[src/rtl/vit4_pkg.sv]
package vit4_pkg;

   localparam int NST  = 4;          // trellis states
   localparam int SW   = 2;          // state index width
   localparam int NARC = 2 * NST;    // arcs, two into each state

   // expected parity pair when bit_in leaves state pred
   function automatic logic [1:0] arc_pair(input logic [2:0] g_a,
                                           input logic [2:0] g_b,
                                           input logic [1:0] pred,
                                           input logic       bit_in);
      logic [2:0] taps;
      taps = {bit_in, pred};
      return {^(g_a & taps), ^(g_b & taps)};
   endfunction

endpackage

[src/rtl/vit4_bmu.sv]
module vit4_bmu
   import vit4_pkg::*;
#(
   parameter logic [2:0] G_A = 3'b111,
   parameter logic [2:0] G_B = 3'b101
) (
   input  logic [1:0]        sym,
   output logic [2*NARC-1:0] bm_flat
);

   // arc index = 2*new_state + branch; branch selects predecessor {ns[0], branch}
   for (genvar ns = 0; ns < NST; ns++) begin : g_ns
      for (genvar br = 0; br < 2; br++) begin : g_br
         localparam logic [1:0] PRED = 2'((ns % 2) * 2 + br);
         localparam logic       UBIT = 1'((ns / 2) % 2);
         localparam logic [1:0] EXP  = arc_pair(G_A, G_B, PRED, UBIT);
         logic [1:0] diff;
         assign diff = sym ^ EXP;
         assign bm_flat[2*(2*ns+br) +: 2] = {diff[1] & diff[0], diff[1] ^ diff[0]};
      end
   end

endmodule

[src/rtl/vit4_acs.sv]
module vit4_acs
   import vit4_pkg::*;
#(
   parameter int PM_W    = 4,
   parameter int PM_INIT = 6
) (
   input  logic                    clk,
   input  logic                    rst,
   input  logic                    en,
   input  logic [2*NARC-1:0]       bm_flat,
   output logic [NST*PM_W-1:0]     pm_flat,
   output logic [NST-1:0]          dec,
   output logic [NST*(PM_W+1)-1:0] sum_a_flat,
   output logic [NST*(PM_W+1)-1:0] sum_b_flat,
   output logic [NST*(PM_W+1)-1:0] norm_flat
);

   localparam int               SUM_W  = PM_W + 1;
   localparam logic [SUM_W-1:0] PM_MAX = SUM_W'((1 << PM_W) - 1);

   logic [PM_W-1:0]  pm_q [NST];
   logic [SUM_W-1:0] win  [NST];
   logic [SUM_W-1:0] norm [NST];
   logic [SUM_W-1:0] wmin;

   for (genvar ns = 0; ns < NST; ns++) begin : g_state
      localparam int P0 = (ns % 2) * 2;
      localparam int P1 = P0 + 1;
      logic [SUM_W-1:0] sa;
      logic [SUM_W-1:0] sb;
      logic             lt;

      assign sa = SUM_W'(pm_q[P0]) + SUM_W'(bm_flat[2*(2*ns) +: 2]);
      assign sb = SUM_W'(pm_q[P1]) + SUM_W'(bm_flat[2*(2*ns+1) +: 2]);
      // comparator less-than steers the 2:1 select; equal sums keep P0
      assign lt      = (sb < sa);
      assign win[ns] = lt ? sb : sa;
      assign dec[ns] = lt;
      assign norm[ns] = win[ns] - wmin;

      assign sum_a_flat[SUM_W*ns +: SUM_W] = sa;
      assign sum_b_flat[SUM_W*ns +: SUM_W] = sb;
      assign norm_flat [SUM_W*ns +: SUM_W] = norm[ns];
      assign pm_flat   [PM_W*ns  +: PM_W]  = pm_q[ns];
   end

   always_comb begin
      wmin = win[0];
      for (int s = 1; s < NST; s++) begin
         if (win[s] < wmin) wmin = win[s];
      end
   end

   always_ff @(posedge clk) begin
      if (rst) begin
         for (int s = 0; s < NST; s++) begin
            pm_q[s] <= (s == 0) ? '0 : PM_W'(PM_INIT);
         end
      end else if (en) begin
         for (int s = 0; s < NST; s++) begin
            pm_q[s] <= (norm[s] > PM_MAX) ? PM_MAX[PM_W-1:0] : norm[s][PM_W-1:0];
         end
      end
   end

endmodule

[src/rtl/vit4_smu.sv]
module vit4_smu
   import vit4_pkg::*;
#(
   parameter int TB_DEPTH = 16,
   parameter int PM_W     = 4
) (
   input  logic                clk,
   input  logic                rst,
   input  logic                en,
   input  logic [NST-1:0]      dec,
   input  logic [NST*PM_W-1:0] pm_flat,
   output logic                dout,
   output logic                dout_valid
);

   localparam int            HIST = TB_DEPTH - 1;
   localparam int            CW   = $clog2(TB_DEPTH + 1);
   localparam logic [CW-1:0] FULL = CW'(TB_DEPTH);

   logic [HIST-1:0] sr_q [NST];   // bit 0 holds the newest decision
   logic [CW-1:0]   cnt_q;
   logic            step_q;
   logic [SW-1:0]   best;
   logic [PM_W-1:0] best_pm;
   logic [SW-1:0]   walk;

   always_ff @(posedge clk) begin
      if (rst) begin
         for (int s = 0; s < NST; s++) sr_q[s] <= '0;
         cnt_q  <= '0;
         step_q <= 1'b0;
      end else begin
         step_q <= en;
         if (en) begin
            for (int s = 0; s < NST; s++) begin
               sr_q[s] <= {sr_q[s][HIST-2:0], dec[s]};
            end
            if (cnt_q != FULL) cnt_q <= cnt_q + 1'b1;
         end
      end
   end

   // lowest-numbered state holding the smallest metric
   always_comb begin
      best    = '0;
      best_pm = pm_flat[PM_W-1:0];
      for (int s = 1; s < NST; s++) begin
         if (pm_flat[PM_W*s +: PM_W] < best_pm) begin
            best    = SW'(s);
            best_pm = pm_flat[PM_W*s +: PM_W];
         end
      end
   end

   // walk back: predecessor of state st is {st[0], stored decision}
   always_comb begin
      walk = best;
      for (int j = 0; j < HIST; j++) begin
         walk = {walk[0], sr_q[walk][j]};
      end
   end

   assign dout       = walk[1];
   assign dout_valid = step_q && (cnt_q == FULL);

endmodule

[src/rtl/vit4_dec.sv]
module vit4_dec
   import vit4_pkg::*;
#(
   parameter logic [2:0] G_A      = 3'b111,
   parameter logic [2:0] G_B      = 3'b101,
   parameter int         PM_W     = 4,
   parameter int         PM_INIT  = 6,
   parameter int         TB_DEPTH = 16
) (
   input  logic       clk,
   input  logic       rst,
   input  logic       in_valid,
   input  logic [1:0] in_sym,
   output logic       dout,
   output logic       dout_valid
);

   localparam int SUM_W = PM_W + 1;

   if (PM_W < 3) begin : g_chk_pmw
      $error("vit4_dec: PM_W must be at least 3");
   end
   if (PM_INIT < 1 || PM_INIT > (1 << PM_W) - 3) begin : g_chk_init
      $error("vit4_dec: PM_INIT out of range for PM_W");
   end
   if (TB_DEPTH < 3) begin : g_chk_depth
      $error("vit4_dec: TB_DEPTH must be at least 3");
   end

   logic [2*NARC-1:0]       bm_flat;
   logic [NST*PM_W-1:0]     pm_flat;
   logic [NST-1:0]          dec_vec;
   logic [NST*SUM_W-1:0]    sum_a_flat;
   logic [NST*SUM_W-1:0]    sum_b_flat;
   logic [NST*SUM_W-1:0]    norm_flat;

   vit4_bmu #(.G_A(G_A), .G_B(G_B)) u_bmu (
      .sym     (in_sym),
      .bm_flat (bm_flat)
   );

   vit4_acs #(.PM_W(PM_W), .PM_INIT(PM_INIT)) u_acs (
      .clk        (clk),
      .rst        (rst),
      .en         (in_valid),
      .bm_flat    (bm_flat),
      .pm_flat    (pm_flat),
      .dec        (dec_vec),
      .sum_a_flat (sum_a_flat),
      .sum_b_flat (sum_b_flat),
      .norm_flat  (norm_flat)
   );

   vit4_smu #(.TB_DEPTH(TB_DEPTH), .PM_W(PM_W)) u_smu (
      .clk        (clk),
      .rst        (rst),
      .en         (in_valid),
      .dec        (dec_vec),
      .pm_flat    (pm_flat),
      .dout       (dout),
      .dout_valid (dout_valid)
   );

endmodule

[config.mk]
export PLATFORM = sky130hd
export DESIGN_NAME = vit4_dec
export DESIGN_NICKNAME = d
export VERILOG_FILES = /design/src/rtl/vit4_pkg.sv /design/src/rtl/vit4_bmu.sv /design/src/rtl/vit4_acs.sv /design/src/rtl/vit4_smu.sv /design/src/rtl/vit4_dec.sv
export SDC_FILE = /design/constraint.sdc
export NUM_CORES = 1
export LEC_CHECK = 0
export ABC_AREA = 1
export CAP_MARGIN = 20
export CORE_UTILIZATION = 56
export CTS_CLUSTER_DIAMETER = 80
export DETAILED_ROUTE_END_ITERATION = 10
export DONT_BUFFER_PORTS = 1
export MAX_ROUTING_LAYER = met4
export PLACE_DENSITY_LB_ADDON = 0.12
export RECOVER_POWER = 50
export SLEW_MARGIN = 30
export SYNTH_ARGS = -nofsm -noshare
export SYNTH_HDL_FRONTEND = slang
export SYNTH_SLANG_ARGS = --single-unit
[constraint.sdc]
create_clock -name clk -period 19.6 [get_ports clk]
set_clock_uncertainty 0.15 [all_clocks]
set_input_delay 4.9 -clock clk [delete_from_list [all_inputs] [get_ports clk]]
set_output_delay 4.9 -clock clk [all_outputs]
set_load 0.01 [all_outputs]
==> results of run 1 <==
cells in the mapped netlist (all sizes together):
cell type,count,area (um2)
nand2,186,901
inv,168,631
nand3,123,796
nor2,90,340
edfxtp,72,2160
ha,61,763
o21ai,49,260
xor2,27,236
a21oi,26,138
xnor2,12,105
or2,8,50.1
nand4,7,43.8
clkbuf,6,22.5
dfxtp,6,120
nand3b,5,37.5
fa,4,80.1
o21bai,3,26.3
a211oi,2,15.0
buf,2,15.0
nor3,2,10.0
nor3b,2,20.0
o211ai,2,20.0
a21boi,1,7.51
a22oi,1,7.51
a31oi,1,6.26
maj3,1,10.0
o2111ai,1,8.76
o22ai,1,6.26
through the flow:
stage,worst slack [ns],hold slack (ns)
after floorplan,8.09,0.289
after global placement,7.35,0.300
after detailed placement,7.12,0.319
after CTS,7.34,0.333
after global routing,6.68,0.366
final,7.36,0.341
per-layer routing:
layer  routed length, um  share of wire
met4                 321          0.022
met5                   0              0
met1                6860           0.47
met3                 457          0.032
met2                6830           0.47
worst paths after layout:
path / to / cells after the start
worst min register to register: u_smu.cnt_q[4] / 2
worst min-delay path: u_smu.cnt_q[4] / 2
worst max-delay path: dout / 56
worst max register to register: u_acs.pm_q[3][0] / 40
layout by cell type, fill, tap and decap left out, types with 5 or more instances in the layout:
master and instances:
nand3_2 16, nand2_2 34, xnor2_1 12, nand2_1 136
clkbuf_16 11, nor2_1 89, o21ai_0 36, o21ai_1 9
ha_1 61, nand2_4 16, nand3_1 99, nand3b_1 5
dfxtp_1 6, inv_2 6, a21oi_1 24, nand4_1 7
nand3_4 8, inv_1 162, xor2_1 27, edfxtp_1 72
registers in the layout, indices dropped and copies added (netlist names):
name,count
u_smu.sr_q,56
u_acs.pm_q,16
u_smu.cnt_q,5
u_smu.step_q,1
worst min-delay path, cell delays in order (launching register included):
cell and delay (ns):
dfxtp_1 0.32, inv_1 0.07, a21oi_1 0.05
cell type report:
cell class                 instances  area [um2]
sequential                        78        2280
fill                            1007        4350
multi-input combinational        615        3890
inverter                         168         631
clock buffer                      13         293
timing repair buffer               2        11.3
clock inverter                     3        22.5
tap                              143         179
cell families (layout without fill, tap and decap cells):
| group | after synthesis | count (layout) |
|---|---|---|
| AND/OR/NAND/NOR | 423 | 423 |
| buffers and inverters | 176 | 186 |
| AO/OA/AOI/OAI | 87 | 87 |
| flip-flops | 78 | 78 |
| adder cells (fa/ha/maj) | 66 | 66 |
| XOR/XNOR | 39 | 39 |
==> results.md, run 1 <==
- Crit path time final: between 10 and 15 ns
- Post-Synth XOR/XNOR Area: 0.0499
- Drt drc: 0
- Mapped Cells: 869
- # setup viols final: 0
- WL/cell: 14.2 um
- Synthesized cell area: 6840 um2
- Post-synthesis sequential area ratio: 0.334
- Non-Filler Instances: roughly 1k
- First-pass GRT wire length: roughly 25 mm
- Detailed Route Iter0 Violations: 360
- Arrival time at the worst endpoint: 7.19 ns
- Mux cell area share after synthesis: 0
- Root buf cell: clkbuf_16
- Met1 usage: 0.302
- Final hold vios: 0
- RSZ-0062 raised after global routing: no
- Synth Area per Inst: 7.87 um2
- ANT cells: 0
- Largest net degree at the start of global routing: 73
- Setup CP Type: reg -> out
- Initial antenna violation count: 0
- DPL Wire Length: about 11 mm
- Clock sink total: 78
- Adder-cell share of the synthesized area: 0.125
- GRT Residual Overflow: 0
- Vias post-DR: 5,446
- Synth Area in Compound Gates: 0.0724
- Die height: 113 um
- Syn nets: 939
- Clock latency on the worst-skew pair: 0.35 ns
- Total I/O pin count: 7
- Cell variety after synth: 42
- Clock-pin slew on the worst setup and hold paths: 0.06 ns
- Placed Cells: 1,006
- # port buffers: 0
- Fmax: 0.0817 GHz
- Drt pass-1 iters: 5
- Via-to-Cell Ratio: 5.33
- Critical path startpoint: u_acs.pm_q[0][3]
- Maximum clock insertion buffer count: 2
- Met3 GRT Util: 0.0427
- Max-slew violations: 73
- Post-route ant nets: 0
- Post-CTS Setup Bufs: 0
- Worst min-delay path startpoint: u_smu.cnt_q[4]
- GR Layer Usage met2: 0.424
- Slowest-stage cell, CP: edfxtp_1
- TritonCTS Buffers: 9
- Die area: 12,700 um2
- Seq cells post-synth: 78
- Hold-fix buffers, CTS: 0
- CP required: roughly 15 ns
- CTS tree: done
- Gr busiest metal: met2
- Critical path's top delay family: simple AND/OR/NAND/NOR gates
- Max cap viols: 1
- Final instance area: 7310 um2
- Placed cell area: about 7000 um2
- Share of layout cells above drive strength 1: 0.124
- Pin slew with the least headroom to its limit: 3.91 ns
- WP buf/inv: 1
- Initial Utilization: 0.586
- R2r setup slk: 11.87 ns
- Reg2reg start: u_acs.pm_q[0][0]
- Site Rows: 39
- Simple-gate portion of the synthesized area: 0.321
- Status: complete, but fails checks
- Final wirelength: 14.5 mm
- GPL Wtd Cong: 0.921
- Worst Setup End Kind: output port
- GR Util All Layers: 0.251
- CP startpoint kind: flop
- Main combinational cell family by area after synthesis: simple AND/OR/NAND/NOR gates
- Fin crit share: 0.624
- Maximum fanout along the worst path: 7
- Crit path largest cell delay: 0.47 ns
- Number of H-tree levels: 3
- Final core utilization: 0.627
- YS warnings: 0
- Nets: between 900 and 1k
- Vias in the first global route: ~5.4k
- Die width: approximately 110 um
- Syn-to-layout area delta: 6.88%
- Failing checks: max-capacitance violations, max-slew violations
- Post-CTS Resized: 0
- Setup TNS: 0 ns
- Hold Path Class: reg -> reg
- Core Region: approximately 12,000 um2
- Most frequent CP cell: nand2_2
- Slew margin rel.: -1.61
Power of run 1 is left out: the tool's default activity adds up to more than one toggle a clock period on the data nets, which glitch-free logic cannot reach.
==> inputs of run 2 (changes only) <==
==> constraint.sdc (replaced) <==
create_clock -name clk -period 9.86 [get_ports clk]
set_clock_uncertainty 0.15 [all_clocks]
set_input_delay 2.465 -clock clk [delete_from_list [all_inputs] [get_ports clk]]
set_output_delay 2.465 -clock clk [all_outputs]
set_load 0.01 [all_outputs]
==> results.md, run 2 (synthesis results as in run 1) <==
- Final hold vios: 0
- Die area: between 10,000 and 15,000 um2
- Multi-input logic area: 4030 um2
- Non-Filler Instances: 1,045
- Status: complete, but fails checks
- Slew margin rel.: -1.57
- Most frequent cells in the layout: 160 x inv_1, 133 x nand2_1, 95 x nand3_1, 89 x nor2_1, 72 x edfxtp_1
- Hold Path Class: reg -> reg
- # setup viols final: 0
- GR Util All Layers: 0.251
- Register area: 2280 um2
- FILL cells: 1,003
- Clock latency on the worst-skew pair: 0.35 ns
- First-pass GRT wire length: 24.4 mm
- Worst Setup End Kind: output port
- Most frequent CP cell: nand2_2
- Max cap viols: 1
- CP required: 7.25 ns
- Clock sink total: 78
- Syn-to-layout area delta: 10.9%
- Largest register FFs: 56
- Crit path largest cell delay: ~0.43 ns
- Maximum fanout along the worst path: 7
- Smallest setup slack after layout: 0.524 ns
- GPL Wtd Cong: 0.992
- Final instance area: 7580 um2
- TritonCTS Buffers: 9
- Max-slew violations: 73
- Final core utilization: 0.650
- Core Region: 11,700 um2
- Site Rows: 39
- Fmax: around 0.11 GHz
- Root buf cell: clkbuf_16
- Arrival time at the worst endpoint: roughly 6.7 ns
- Detailed Route Iter0 Violations: 390
- Die height: 113 um
- Drt pass-1 iters: 5
- Via-to-Cell Ratio: between 5 and 6
- Biggest regs: u_smu.sr_q: 56 flops, u_acs.pm_q: 16 flops, u_smu.cnt_q: 5 flops
- ANT cells: 0
- CTS tree: done
- Crit path time final: about 9.3 ns
- Clock-pin slew on the worst setup and hold paths: 0.06 ns
- Hold-fix buffers, CTS: 0
- Placed cell area: 7030 um2
- Failing checks: max-capacitance violations, max-slew violations
- GRT Residual Overflow: 0
- Drt drc: 0
- Final wirelength: 14.5 mm
- Initial antenna violation count: 0
- Initial Utilization: 0.586
- R2r setup slk: 2.68 ns
- Setup CP Type: reg -> out
- Pin slew with the least headroom to its limit: about 3.9 ns
- Vias in the first global route: 5,332
- # port buffers: 0
- WL/cell: 13.9 um
- Post-route ant nets: 0
- Nets: slightly below 1k
- Worst slack at placement: -0.0104 ns
- Maximum clock insertion buffer count: 2
- Total I/O pin count: 7
- CP startpoint kind: flop
- Die width: 113 um
- Largest net degree at the start of global routing: 73
- DPL Wire Length: 11.1 mm
- Commonest non-fill, non-tap cell in the layout: inv_1
- Slowest-stage cell, CP: edfxtp_1
- Largest Register: u_smu.sr_q
- Fin crit share: 0.947
- Placed Cells: about 1.0k
- Number of H-tree levels: 3
- Vias post-DR: 5,591
- Share of layout cells above drive strength 1: 0.160
-- run 2: final cells by class --
| class | count | share of cell area |
|---|---|---|
| inverters | 168 | 0.0835 |
| repair buffers | 23 | 0.0223 |
| multi-input cells | 617 | 0.531 |
| well taps | 143 | 0.0236 |
| clock buffers | 10 | 0.0302 |
| flip-flops and latches | 78 | 0.301 |
| clock inverters | 6 | 0.00825 |
-- run 2: routing by layer --
metal,vias to the layer above,global-route usage,share of wire
li1,2879,-,-
met1,2591,0.304,0.47
met2,96,0.410,0.48
met5,-,-,0
met4,0,0.109,0.027
met3,25,0.0448,0.031
-- run 2: worst max-delay path: cells and delay by family (launching register included) --
family / cells / cell delay [ns]
and+or+nand+nor: 53 / 4.64
buffers and inverters: 1 / 0.11
adders and majority gates: 3 / 0.80
AOI/OAI and AO/OA: 3 / 0.35
DFF: 1 / 0.43
-- run 2: path summary, 6_finish.rpt --
kind,endpoint,from,cells after the start
setup / recovery,dout,u_acs.pm_q[0][3],60
hold / removal,u_smu.cnt_q[4],u_smu.cnt_q[4],2
setup reg to reg,u_acs.pm_q[2][0],u_acs.pm_q[0][0],43
hold reg to reg,u_smu.cnt_q[4],u_smu.cnt_q[4],2
-- run 2: metrics by stage --
stage	hold slack [ns]	TNS, ns
3_5_place_dp	0.308	-0.0183
3_3_place_gp	0.300	0
4_1_cts	0.317	0
5_1_grt	0.341	-0.128
6_report	0.314	0
2_1_floorplan	0.289	0
-- run 2: what timing repair did --
item                                    CTS  global route
gates resized for setup                   0            31
endpoints found under the hold margin     0             0
setup buffers                             0            17
endpoints found under the setup margin    0            17
Power of run 2 is left out for the same reason.
